$ cat src/rtl/vnic_pkg.sv
`timescale 1ns/1ps
package vnic_pkg;
   // register addresses
   localparam int MODE_BASE   = 'h00;
   localparam int VEC_BASE    = 'h20;
   localparam int REG_IVEC    = 'h40;
   localparam int REG_FVEC    = 'h41;
   localparam int REG_EN_SET  = 'h42;
   localparam int REG_EN_CLR  = 'h43;
   localparam int REG_FLAG_CLR = 'h44;
   localparam int REG_EOS     = 'h45;
   localparam int REG_SPUR    = 'h46;
   localparam int REG_FRC_SET = 'h47;
   localparam int REG_FRC_CLR = 'h48;
   localparam int REG_CTRL    = 'h49;
   localparam int REG_RAW     = 'h4A;
   localparam int REG_LEVEL   = 'h4B;
   // field positions
   localparam int MODE_EDGE_BIT = 5;
   localparam int MODE_INV_BIT  = 6;
   localparam int CTRL_PROT_BIT = 0;
   localparam int CTRL_MASK_BIT = 1;
   localparam int LEVEL_CNT_LSB = 8;
endpackage

$ cat src/rtl/vnic_src_cond.sv
`timescale 1ns/1ps
module vnic_src_cond #(
   parameter int NSRC = 32,
   parameter logic [NSRC-1:0] EXT_MASK = '1
) (
   input  logic            clk,
   input  logic            rst_n,
   input  logic [NSRC-1:0] lines,
   input  logic [NSRC-1:0] edge_sel,
   input  logic [NSRC-1:0] inv_sel,
   input  logic [NSRC-1:0] clr,
   output logic [NSRC-1:0] pend
);
   logic [NSRC-1:0] prev_q;
   logic [NSRC-1:0] flag_q;

   always_ff @(posedge clk or negedge rst_n) begin
      if (!rst_n) prev_q <= '0;
      else        prev_q <= lines;
   end

   for (genvar i = 0; i < NSRC; i++) begin : g_src
      logic inv_eff, act_now, act_old;
      assign inv_eff = inv_sel[i] & EXT_MASK[i];
      assign act_now = lines[i] ^ inv_eff;
      assign act_old = prev_q[i] ^ inv_eff;

      always_ff @(posedge clk or negedge rst_n) begin
         if (!rst_n)                               flag_q[i] <= 1'b0;
         else if (edge_sel[i] && act_now && !act_old) flag_q[i] <= 1'b1;
         else if (clr[i])                          flag_q[i] <= 1'b0;
      end

      assign pend[i] = edge_sel[i] ? flag_q[i] : act_now;


      flag_hold_chk: assert property (@(posedge clk) disable iff (!rst_n)
         (flag_q[i] && !clr[i]) |=> flag_q[i]);
   end
endmodule

$ cat src/rtl/vnic_arbiter.sv
`timescale 1ns/1ps
module vnic_arbiter #(
   parameter int NSRC   = 32,
   parameter int PRIO_W = 3,
   localparam int IDX_W = $clog2(NSRC)
) (
   input  logic [NSRC-1:0]             cand,
   input  logic [NSRC-1:0][PRIO_W-1:0] prio,
   output logic                        win_valid,
   output logic [IDX_W-1:0]            win_id,
   output logic [PRIO_W-1:0]           win_prio
);
   // descending scan with >= lets the lower number take a tie
   always_comb begin
      win_valid = 1'b0;
      win_id    = '0;
      win_prio  = '0;
      for (int i = NSRC - 1; i >= 0; i--) begin
         if (cand[i] && (!win_valid || prio[i] >= win_prio)) begin
            win_valid = 1'b1;
            win_id    = IDX_W'(i);
            win_prio  = prio[i];
         end
      end
   end
endmodule

$ cat src/rtl/vnic_prio_stack.sv
`timescale 1ns/1ps
module vnic_prio_stack #(
   parameter int DEPTH  = 8,
   parameter int PRIO_W = 3,
   localparam int CNT_W = $clog2(DEPTH + 1)
) (
   input  logic              clk,
   input  logic              rst_n,
   input  logic              push,
   input  logic              pop,
   input  logic [PRIO_W-1:0] push_prio,
   output logic [PRIO_W-1:0] top,
   output logic [CNT_W-1:0]  cnt,
   output logic              empty,
   output logic              full
);
   logic [PRIO_W-1:0] mem_q [DEPTH];

   assign empty = (cnt == '0);
   assign full  = (cnt == CNT_W'(DEPTH));

   always_ff @(posedge clk or negedge rst_n) begin
      if (!rst_n)                cnt <= '0;
      else if (push && !full)    cnt <= cnt + 1'b1;
      else if (pop && !empty)    cnt <= cnt - 1'b1;
   end

   always_ff @(posedge clk) begin
      for (int i = 0; i < DEPTH; i++)
         if (push && !full && cnt == CNT_W'(i)) mem_q[i] <= push_prio;
   end

   always_comb begin
      top = '0;
      for (int i = 0; i < DEPTH; i++)
         if (cnt == CNT_W'(i + 1)) top = mem_q[i];
   end


   no_overflow_chk: assert property (@(posedge clk) disable iff (!rst_n)
      push |-> !full);

   empty_pop_chk: assert property (@(posedge clk) disable iff (!rst_n)
      (pop && !push && empty) |=> (cnt == '0));

   pop_step_chk: assert property (@(posedge clk) disable iff (!rst_n)
      (pop && !push && !empty) |=> (cnt == $past(cnt) - 1'b1));
endmodule

$ cat src/rtl/vnic_top.sv
`timescale 1ns/1ps
module vnic_top
   import vnic_pkg::*;
#(
   parameter int NSRC   = 32,
   parameter int PRIO_W = 3,
   parameter int DEPTH  = 8,
   parameter int ADDR_W = 8,
   parameter int DATA_W = 32,
   parameter logic [NSRC-1:0] EXT_MASK = '1
) (
   input  logic              clk,
   input  logic              rst_n,
   input  logic [NSRC-1:0]   irq_in,
   input  logic [ADDR_W-1:0] bus_addr,
   input  logic              bus_wr,
   input  logic              bus_rd,
   input  logic [DATA_W-1:0] bus_wdata,
   output logic [DATA_W-1:0] bus_rdata,
   output logic              cpu_irq,
   output logic              cpu_fiq,
   output logic              cpu_wake
);
   localparam int IDX_W = $clog2(NSRC);
   localparam int CNT_W = $clog2(DEPTH + 1);
   localparam logic [ADDR_W-1:0] A_IVEC = ADDR_W'(REG_IVEC);
   localparam logic [ADDR_W-1:0] A_FVEC = ADDR_W'(REG_FVEC);
   localparam logic [ADDR_W-1:0] A_ENS  = ADDR_W'(REG_EN_SET);
   localparam logic [ADDR_W-1:0] A_ENC  = ADDR_W'(REG_EN_CLR);
   localparam logic [ADDR_W-1:0] A_FCLR = ADDR_W'(REG_FLAG_CLR);
   localparam logic [ADDR_W-1:0] A_EOS  = ADDR_W'(REG_EOS);
   localparam logic [ADDR_W-1:0] A_SPUR = ADDR_W'(REG_SPUR);
   localparam logic [ADDR_W-1:0] A_FRS  = ADDR_W'(REG_FRC_SET);
   localparam logic [ADDR_W-1:0] A_FRC  = ADDR_W'(REG_FRC_CLR);
   localparam logic [ADDR_W-1:0] A_CTRL = ADDR_W'(REG_CTRL);
   localparam logic [ADDR_W-1:0] A_RAW  = ADDR_W'(REG_RAW);
   localparam logic [ADDR_W-1:0] A_LVL  = ADDR_W'(REG_LEVEL);

   if (NSRC < 2 || NSRC > 32) begin : g_bad_nsrc
      $error("NSRC must lie in 2..32");
   end
   if (PRIO_W < 1 || PRIO_W > MODE_EDGE_BIT) begin : g_bad_prio
      $error("PRIO_W must fit below the edge bit");
   end
   if (DEPTH < (1 << PRIO_W)) begin : g_bad_depth
      $error("DEPTH must hold one entry per priority level");
   end
   if (ADDR_W < 7 || DATA_W < NSRC || DATA_W < LEVEL_CNT_LSB + CNT_W) begin : g_bad_bus
      $error("bus widths too narrow for the register map");
   end

   // configuration state
   logic [NSRC-1:0]             en_q, frc_q, edge_q, inv_q;
   logic [NSRC-1:0][PRIO_W-1:0] prio_q;
   logic [DATA_W-1:0]           vec_q [NSRC];
   logic [DATA_W-1:0]           spur_q;
   logic                        prot_q, gmask_q;

   // datapath
   logic [NSRC-1:0]   pend_raw, pend_en, cand, clr;
   logic              win_valid, eligible;
   logic [IDX_W-1:0]  win_id;
   logic [PRIO_W-1:0] win_prio, stk_top;
   logic [CNT_W-1:0]  stk_cnt;
   logic              stk_empty, stk_full, stk_push, stk_pop;
   logic              in_mode, in_vec, ivec_rd, ack_go, fvec_rd;
   logic [IDX_W-1:0]  idx;

   assign idx     = bus_addr[IDX_W-1:0];
   assign in_mode = (bus_addr < ADDR_W'(MODE_BASE + NSRC));
   assign in_vec  = (bus_addr >= ADDR_W'(VEC_BASE)) && (bus_addr < ADDR_W'(VEC_BASE + NSRC));
   assign ivec_rd = bus_rd && (bus_addr == A_IVEC);
   assign fvec_rd = bus_rd && (bus_addr == A_FVEC);
   assign ack_go  = prot_q ? (bus_wr && bus_addr == A_IVEC) : ivec_rd;

   vnic_src_cond #(.NSRC(NSRC), .EXT_MASK(EXT_MASK)) u_cond (
      .clk(clk), .rst_n(rst_n), .lines(irq_in), .edge_sel(edge_q),
      .inv_sel(inv_q), .clr(clr), .pend(pend_raw));

   assign pend_en = pend_raw & en_q;
   assign cand    = pend_en & ~frc_q & ~NSRC'(1);

   vnic_arbiter #(.NSRC(NSRC), .PRIO_W(PRIO_W)) u_arb (
      .cand(cand), .prio(prio_q), .win_valid(win_valid),
      .win_id(win_id), .win_prio(win_prio));

   assign eligible = win_valid && (stk_empty || win_prio > stk_top);
   assign stk_push = ack_go && eligible;
   assign stk_pop  = bus_wr && (bus_addr == A_EOS);

   vnic_prio_stack #(.DEPTH(DEPTH), .PRIO_W(PRIO_W)) u_stk (
      .clk(clk), .rst_n(rst_n), .push(stk_push), .pop(stk_pop),
      .push_prio(win_prio), .top(stk_top), .cnt(stk_cnt),
      .empty(stk_empty), .full(stk_full));

   always_comb begin
      clr = '0;
      if (bus_wr && bus_addr == A_FCLR) clr = bus_wdata[NSRC-1:0];
      if (stk_push) clr = clr | (NSRC'(1) << win_id);
      if (fvec_rd)  clr = clr | NSRC'(1);
   end

   assign cpu_irq  = eligible && !gmask_q;
   assign cpu_fiq  = (pend_en[0] || |(pend_en & frc_q)) && !gmask_q;
   assign cpu_wake = |pend_en;

   always_ff @(posedge clk or negedge rst_n) begin
      if (!rst_n) begin
         en_q <= '0;  frc_q <= '0;  edge_q <= '0;  inv_q <= '0;
         prio_q <= '0;  spur_q <= '0;  prot_q <= 1'b0;  gmask_q <= 1'b0;
      end else if (bus_wr) begin
         if (in_mode) begin
            for (int i = 0; i < NSRC; i++)
               if (idx == IDX_W'(i)) begin
                  prio_q[i] <= bus_wdata[PRIO_W-1:0];
                  edge_q[i] <= bus_wdata[MODE_EDGE_BIT];
                  inv_q[i]  <= bus_wdata[MODE_INV_BIT];
               end
         end
         case (bus_addr)
            A_ENS:  en_q    <= en_q | bus_wdata[NSRC-1:0];
            A_ENC:  en_q    <= en_q & ~bus_wdata[NSRC-1:0];
            A_FRS:  frc_q   <= frc_q | bus_wdata[NSRC-1:0];
            A_FRC:  frc_q   <= frc_q & ~bus_wdata[NSRC-1:0];
            A_SPUR: spur_q  <= bus_wdata;
            A_CTRL: begin
               prot_q  <= bus_wdata[CTRL_PROT_BIT];
               gmask_q <= bus_wdata[CTRL_MASK_BIT];
            end
            default: ;
         endcase
      end
   end

   always_ff @(posedge clk) begin
      for (int i = 0; i < NSRC; i++)
         if (bus_wr && in_vec && idx == IDX_W'(i)) vec_q[i] <= bus_wdata;
   end

   always_comb begin
      bus_rdata = '0;
      if (in_mode) begin
         bus_rdata[PRIO_W-1:0]    = prio_q[idx];
         bus_rdata[MODE_EDGE_BIT] = edge_q[idx];
         bus_rdata[MODE_INV_BIT]  = inv_q[idx];
      end else if (in_vec) begin
         bus_rdata = vec_q[idx];
      end else begin
         case (bus_addr)
            A_IVEC: bus_rdata = eligible ? vec_q[win_id] : spur_q;
            A_FVEC: bus_rdata = vec_q[0];
            A_ENS:  bus_rdata[NSRC-1:0] = en_q;
            A_FRS:  bus_rdata[NSRC-1:0] = frc_q;
            A_SPUR: bus_rdata = spur_q;
            A_CTRL: begin
               bus_rdata[CTRL_PROT_BIT] = prot_q;
               bus_rdata[CTRL_MASK_BIT] = gmask_q;
            end
            A_RAW:  bus_rdata[NSRC-1:0] = pend_raw;
            A_LVL:  begin
               bus_rdata[PRIO_W-1:0] = stk_top;
               bus_rdata[LEVEL_CNT_LSB +: CNT_W] = stk_cnt;
            end
            default: ;
         endcase
      end
   end


   mask_quiet_chk: assert property (@(posedge clk) disable iff (!rst_n)
      gmask_q |-> (!cpu_irq && !cpu_fiq));

   all_off_quiet_chk: assert property (@(posedge clk) disable iff (!rst_n)
      (en_q == '0) |-> (!cpu_irq && !cpu_fiq && !cpu_wake));

   ack_push_chk: assert property (@(posedge clk) disable iff (!rst_n)
      (ack_go && cpu_irq && !stk_full) |=> (stk_cnt == $past(stk_cnt) + 1'b1));

   protect_read_chk: assert property (@(posedge clk) disable iff (!rst_n)
      (prot_q && ivec_rd && !bus_wr) |=> $stable(stk_cnt));
endmodule

$ cat config.mk
export PLATFORM = sky130hd
export DESIGN_NAME = vnic_top
export DESIGN_NICKNAME = d
export VERILOG_FILES = /design/src/rtl/vnic_pkg.sv /design/src/rtl/vnic_src_cond.sv /design/src/rtl/vnic_arbiter.sv /design/src/rtl/vnic_prio_stack.sv /design/src/rtl/vnic_top.sv
export SDC_FILE = /design/constraint.sdc
export NUM_CORES = 2
export LEC_CHECK = 0
export ABC_CLOCK_PERIOD_IN_PS = 90700
export BUFFER_PORTS_ARGS = -buffer_cell sky130_fd_sc_hd__buf_4
export CAP_MARGIN = 20
export CORE_MARGIN = 8
export CORE_UTILIZATION = 52
export CTS_CLUSTER_SIZE = 16
export DETAILED_ROUTE_END_ITERATION = 6
export HOLD_SLACK_MARGIN = 0.08
export PLACE_DENSITY = 0.77
export SYNTH_ARGS = -nofsm -noshare
export SYNTH_HDL_FRONTEND = slang
export SYNTH_SLANG_ARGS = --single-unit
export TNS_END_PERCENT = 1
$ cat constraint.sdc
create_clock -name clk -period 90.7 [get_ports clk]
set_input_delay 0 -clock clk [delete_from_list [all_inputs] [get_ports clk]]
set_output_delay 0 -clock clk [all_outputs]
set_load 0.01 [all_outputs]
# After elaboration in Yosys (flattened, before gate mapping)
# Memories as Yosys holds them, arrays and structs flattened.
# Cells that the tools add are included.
[classes] add_sub_neg=2 n_mul=0 div_mod_pow=0 order_cmp=35 eq_ne=51 n_shift=1 n_mux=416 bitwise=74 n_reduce_logical=357
[ops] op="$mux 32" n=35
[ops] op="$reduce_or 32->1" n=33
[ops] op="$mux 5" n=62
[ops] op="$mux 1" n=249
[ops] op="$mux 3" n=55
[ops] op="$and 32x32->32" n=5
[ops] op="$logic_and 1x1->1" n=147
[ops] op="$pmux 32 s2" n=2
[ops] op="$pmux 20 s6" n=1
[ops] op="$eq 8x7->1 const B" n=12
[ops] op="$or 32x32->32" n=3
[ops] op="$reduce_and 3->1" n=32
[ops] op="$ge 3x3->1" n=30
[ops] op="$eq 5x5->1 const B" n=16
[ops] op="$reduce_bool 2->1" n=35
[ops] op="$logic_not 1->1" n=65
[ops] op="$not 32->32" n=2
[ops] op="$xor 1x1->1" n=64
[ops] op="$eq 5x4->1 const B" n=8
[ops] op="$logic_or 1x1->1" n=32
[ops] op="$shl 1x5->32 const A" n=1
[ops] op="$pmux 5 s6" n=1
[ops] op="$pmux 4 s7" n=1
[ops] op="$mux 25" n=1
[ops] op="other kinds (24)" n=44
[totals] regBits=326 latchBits=0 mem_bits_rw=1048 rom_bits=0 input_bits=76 out_inout_bits=35 elab_cells=1073 memories=2
[memory_table] memory="vec_q" depth=32 width=32 rd=3 rd_ports_with_merged_regs=0 write_ports=1 line_no="vnic_top.sv:55" rtl="logic [DATA_W-1:0] vec_q [NSRC];"
[memory_table] memory="u_stk.mem_q" depth=8 width=3 rd=8 rd_ports_with_merged_regs=0 write_ports=1 line_no="vnic_prio_stack.sv:17" rtl="logic [PRIO_W-1:0] mem_q [DEPTH];"

# Depth between registers and ports, before layout
[depth] word_depth=141 depth_mapped=248 depth_no_buf=242

# Modules after synthesis
# From an unflattened synthesis, not the netlist that was laid out.
[hier_totals] cells_unflattened=4516 hier_area_um2=70780.4
[by_module_without_submodules] module="vnic_top" n_inst=1 cells_per_inst=3367 area_per_inst_um2=61118.6 seq_area_each_um2=37205.7
[by_module_without_submodules] module="vnic_arbiter" n_inst=1 cells_per_inst=748 area_per_inst_um2=5142.4 seq_area_each_um2=0.0
[by_module_without_submodules] module="vnic_src_cond" n_inst=1 cells_per_inst=288 area_per_inst_um2=3163.0 seq_area_each_um2=1601.5
[by_module_without_submodules] module="vnic_prio_stack" n_inst=1 cells_per_inst=113 area_per_inst_um2=1356.3 seq_area_each_um2=820.8

# Worst setup path after synthesis
# Ideal clock, no wire load.
[synth_timing] path_kind="register to output" startpoint="register inv_q[31]" endpoint="output bus_rdata[17]" arrival_time_ns=44.467 t_required_ns=90.700 setup_slack_ns=46.233 stages_incl_launch_ff=232 n_path_buf=7 path_cell_list="dfrtp_1 > xor2_1 > o2111a_1 > and2_1 > ha_1 > nand2b_1 > a211oi_1 > o21a_1 > o31ai_1 > ha_1 > nand2b_1 > a21o_1 > a221oi_2 > or2_2 > mux2_2 > ha_1 > nand2b_1 > a21o_1 > [196 not listed] > a21o_1 > a21o_1 > o21ai_0 > clkbuf_1 > nor2_1 > a21oi_1 > ha_1 > nor2b_1 > o21a_1 > o21ai_0 > a22oi_1 > inv_1 > nor3_1 > nand2_1 > nor4_1 > nor3_1 > or4_1 > a41oi_1"
[synth_via] elab_chain_cells=132 elab_cells_between_ends=225 cone_classes="order compare: 31; mux: 98; bitwise: 3; reduce/logical: 92; memory: 1"
[synth_rtl] item="from (decl)" line_no="vnic_top.sv:53" rtl="logic [NSRC-1:0] en_q, frc_q, edge_q, inv_q;"
[synth_rtl] item="from (signal, indexed assignment)" line_no="vnic_top.sv:117" rtl="inv_q[i] <= bus_wdata[MODE_INV_BIT];"
[synth_rtl] item="$xor 1x1->1 (*)" line_no="vnic_src_cond.sv:25" rtl="assign act_now = lines[i] ^ inv_eff;"
[synth_rtl] item="$mux 1 (*)" line_no="vnic_src_cond.sv:34" rtl="assign pend[i] = edge_sel[i] ? flag_q[i] : act_now;"
[synth_rtl] item="$and 32x32->32 (*)" line_no="vnic_top.sv:80" rtl="assign pend_en = pend_raw & en_q;"
[synth_rtl] item="$and 32x32->32 (*)" line_no="vnic_top.sv:81" rtl="assign cand = pend_en & ~frc_q & ~NSRC'(1);"
[synth_rtl] item="$mux 3 / $mux 1 (equally long branches)" line_no="vnic_arbiter.sv:19" rtl="if (cand[i] && (!win_valid || prio[i] >= win_prio)) begin"
[synth_rtl] item="$ge 3x3->1 / $logic_not 1->1 (equally long branches)" line_no="vnic_arbiter.sv:19"
[synth_rtl] item="$logic_or 1x1->1" line_no="vnic_arbiter.sv:19"
[synth_rtl] item="$logic_and 1x1->1" line_no="vnic_arbiter.sv:19"
[synth_rtl] item="[117 not listed]"
[synth_rtl] item="net u_arb.win_prio[1]" line_no="vnic_arbiter.sv:11" rtl="output logic [PRIO_W-1:0] win_prio"
[synth_rtl] item="$gt 3x3->1 (*)" line_no="vnic_top.sv:87" rtl="assign eligible = win_valid && (stk_empty || win_prio > stk_top);"
[synth_rtl] item="$logic_or 1x1->1 (*)" line_no="vnic_top.sv:87"
[synth_rtl] item="$logic_and 1x1->1 (*)" line_no="vnic_top.sv:87"
[synth_rtl] item="$mux 32 (*)" line_no="vnic_top.sv:150" rtl="A_IVEC: bus_rdata = eligible ? vec_q[win_id] : spur_q;"
[synth_rtl] item="$pmux 20 s6 (*)" line_no="vnic_top.sv:149" rtl="case (bus_addr)"
[synth_rtl] item="$mux 32 (*)" line_no="vnic_top.sv:146" rtl="end else if (in_vec) begin"
[synth_rtl] item="$mux 25 (*)" line_no="vnic_top.sv:142" rtl="if (in_mode) begin"
[synth_rtl] item="to (decl)" line_no="vnic_top.sv:19" rtl="output logic [DATA_W-1:0] bus_rdata,"
# The timed path passes the listed nets; every way through them passes the cells marked *.

# Worst setup path in the final report
[layout_timing] startpoint="register inv_q[31]" endpoint="output bus_rdata[11]"
[layout_via] elab_chain_cells=132 elab_cells_between_ends=225 cone_classes="order compare: 31; mux: 98; bitwise: 3; reduce/logical: 92; memory: 1"
[layout_rtl] item="$xor 1x1->1 (*)" line_no="vnic_src_cond.sv:25"
[layout_rtl] item="$mux 1 (*)" line_no="vnic_src_cond.sv:34"
[layout_rtl] item="$and 32x32->32 (*)" line_no="vnic_top.sv:80"
[layout_rtl] item="$and 32x32->32 (*)" line_no="vnic_top.sv:81"
[layout_rtl] item="$mux 3 / $mux 1 (equally long branches)" line_no="vnic_arbiter.sv:19"
[layout_rtl] item="$ge 3x3->1 / $logic_not 1->1 (equally long branches)" line_no="vnic_arbiter.sv:19"
[layout_rtl] item="$logic_or 1x1->1" line_no="vnic_arbiter.sv:19"
[layout_rtl] item="$logic_and 1x1->1" line_no="vnic_arbiter.sv:19"
[layout_rtl] item="[117 not listed]"
[layout_rtl] item="net u_arb.win_prio[1]" line_no="vnic_arbiter.sv:11"
[layout_rtl] item="$gt 3x3->1 (*)" line_no="vnic_top.sv:87"
[layout_rtl] item="$logic_or 1x1->1 (*)" line_no="vnic_top.sv:87"
[layout_rtl] item="$logic_and 1x1->1 (*)" line_no="vnic_top.sv:87"
[layout_rtl] item="$mux 32 (*)" line_no="vnic_top.sv:150"
[layout_rtl] item="$pmux 4 s7 (*)" line_no="vnic_top.sv:149"
[layout_rtl] item="$mux 32 (*)" line_no="vnic_top.sv:146"
[layout_rtl] item="$mux 25 (*)" line_no="vnic_top.sv:142"
# Marked as above.

==> impl_metrics.tcl <==
set metrics [dict create \
    run_status "finished with violations" \
    violations "design-rule violations" \
    synth_area_mm2 0.0693 \
    synth.top_cells.by_area "edfxtp_1 (45%), mux4_2 (12%), dfrtp_1 (12%), mux2_2 (3.5%), nand2_1 (2.4%)" \
    cts_resized 0 \
    ir_drop_mv 0.0308 \
    clkTransAtPathRegs_ps 60 \
    drive_gt1_share_pct 20.8 \
    tightest_slew_ps 1410 \
    placed_cells 6862 \
    clock_sinks 1374 \
    grt_max_degree 162 \
    antenna_found_initial 12 \
    avgSynthCellArea_um2 13.2 \
    finalMaxSlewViolations 0 \
    grt.total_usage_pct 34.6 \
    nNetsFinal 5496 \
    place.detailed.hpwl_um 157000 \
    leakage_nw 26.7 \
    core-area_mm2 0.133 \
    postSynthCellCount 5227 \
    io_buffers 110 \
    yosys_register_bits 1374 \
    initial_core_util_pct 52.2 \
    grt-ovfl-total 0 \
    hold_buffers 104 \
    die_x_um 381 \
    cp-end-kind "output port" \
    hp-class "input pin to flip-flop" \
    ys_seq_area_share_pct 57.2 \
    clockBufferDepth 3 \
    yosysMostFrequentCell "edfxtp_1" \
    rsz0062_at_grt "false" \
    clock_latency_ps 800 \
    dr_total_vias 55352 \
    required_ps 90700 \
    critPathLaunchType "flip-flop" \
    cts_setup_buffers 0 \
    drtIter0Drc 11022 \
    cts_tree "done" \
    ios 111 \
    hold_violations 0 \
    met2_usage_pct 50.4 \
    fmax_ghz 0.0185 \
    gp_congestion 1.01 \
    cp.buffers_inverters 11 \
    ys_async_sr_fraction_pct 23.7 \
    synth_nets 5376 \
    wl_um 262000 \
    synthTopCellsByCount "edfxtp_1 (1,048), nand2_1 (443), nor2_1 (389)" \
    grt_pass1_wl_um 372000 \
    cpPeakStageDelay_ps 720 \
    wl_per_cell_um 36.2 \
    instances_no_fill 7237 \
    fill_cells 10014 \
    htreeDepth 4 \
    die_area_mm2 0.145 \
    num_rows 134 \
    synth_warnings 0 \
    via_per_inst 7.65 \
    busiest_layer "met2" \
    grt_pass1_vias 52882 \
    cts_buffers 143 \
    dr.pass1.iters 7 \
    crit_path_frequent_cell "ha_1" \
    arrival_ps 53970 \
    path_delay_family "compound AO/OA/AOI/OAI gates" \
    fin_tns_setup_ps 0 \
    use_met1_pct 44.0 \
    path_class "flip-flop to output port" \
    skew_ps 30.9 \
    setup_violations 0 \
    drc 10 \
    synth_edf_count 1048 \
    powerDensity_mw_per_mm2 26.0 \
    synth.distinct_cells 109 \
    max_slew_margin_pct 6.02 \
    syn_to_final_growth_pct 12.1 \
    ant_nets 0 \
    cts_root_buf "clkbuf_16" \
    met3_usage_pct 12.2 \
    critPathMaxFanout 23 \
    synth_ff_type "edfxtp_1" \
    cpMaxStageDelayCell "a311oi_1" \
    final.min_clock_period_ps 53970 \
    min_period_over_period_pct 59.5 \
    synth_top_area_share_pct 45.4 \
    die_y_um 381 \
    yosys.area.top_type "edfxtp_1" \
    drv_cap 0 \
]
==> through the flow <==
stage / cell area [um2] / hold WS, ps / worst slack, ps / total power, mW / util, %
after global placement: 72100 / -73.0 / 40370 / 1.40 / 54.3
after global routing: 77600 / 174 / 32930 / 2.06 / 58.5
after floorplan: 69300 / -296 / 46230 / 1.16 / -
after CTS: 77600 / 115 / 37860 / 1.98 / 58.4
after detailed placement: 72100 / -68.9 / 39030 / 1.41 / 54.3
final: 77700 / 145 / 36730 / 2.02 / 58.5
==> area by class of cell <==
cell class	count	area (um2)	area share, %
diodes	8	20.0	0.0258
clock buffers	185	3880	5.00
clock inverters	74	576	0.741
inverters	93	349	0.450
multi-input cells	3407	28200	36.3
flip-flops and latches	1374	39600	51.0
well taps	1768	2210	2.85
repair buffers	328	2830	3.64
==> worst register-to-register path, delay by kind of cell, from the launching register on <==
family	cells	cell delay [ps]
AOI/OAI and AO/OA	97	24410
xor gates and xnor gates	1	290
adders and majority gates	33	8870
buffers and inverters	10	1760
DFF	1	420
and+or+nand+nor	76	13870
muxes	9	3260
==> worst paths after layout <==
path	startpoint	end	slack [ps]	cells past startpoint
max in group asynchronous	rst_n	asynchronous set/reset pin	88400	5
hold reg to reg	spur_q[31]$_DFFE_PN0P_	spur_q[31]$_DFFE_PN0P_	510	1
hold / removal	irq_in[5]	u_cond.flag_q[5]$_DFFE_PN0P_	140	5
setup / recovery	inv_q[31]$_DFFE_PN0P_	bus_rdata[11]	36730	228
min in group asynchronous	rst_n	prio_q[34]$_DFFE_PN0P_	360	4
setup reg to reg	inv_q[31]$_DFFE_PN0P_	u_cond.flag_q[3]$_DFFE_PN0P_	37670	226
==> report_power, final <==
group	switching (mW)	internal, mW	total, mW
Combinational	0.525	0.216	0.741
Sequential	0.0140	0.693	0.707
Clock	0.257	0.315	0.572
==> layout by cell type, fill, tap and decap left out, drive strengths merged, types with 30 or more instances in the layout <==
master / n
dlygate4sd3: 103
edfxtp: 1048
o221ai: 125
o211ai: 39
a21oi: 194
clkinv: 59
a31oi: 151
o21ai: 189
ha: 73
mux4: 373
dfrtp: 326
and2: 31
nor3: 171
a22oi: 53
mux2: 214
a211oi: 30
a32o: 33
nand2b: 79
nor2: 389
o22ai: 166
nand3: 91
inv: 100
buf: 223
nor4: 92
clkbuf: 187
nand2: 444
==> flip-flops by register name, indices dropped and copies added (netlist names), named ones only <==
register / count
vec_q: 1024
prio_q: 96
edge_q: 32
inv_q: 32
spur_q: 32
u_cond.flag_q: 32
u_cond.prev_q: 32
u_stk.mem_q: 24
u_stk.cnt: 4
gmask_q: 1
prot_q: 1
==> metal layers <==
layer  wire length, um  share of wire, %  up-vias
met4             22100               8.4        6
met2            111000                42     5888
li1                  -                 -    21278
met1             85000                32    26763
met3             43600                17     1417
met5                36             0.014        -
==> logic make-up (layout without fill, tap and decap cells) <==
logic type,after synthesis,in the layout,share of synthesized area (%)
simple gates,1419,1419,9.53
flops,1374,1374,57.2
compound gates,1273,1273,12.9
mux,609,609,15.9
buf+inv,446,680,2.66
fa+ha+maj,76,76,1.36
xor+xnor,30,30,0.379
other cells,0,8,0
(Power assumes the default switching activity.)
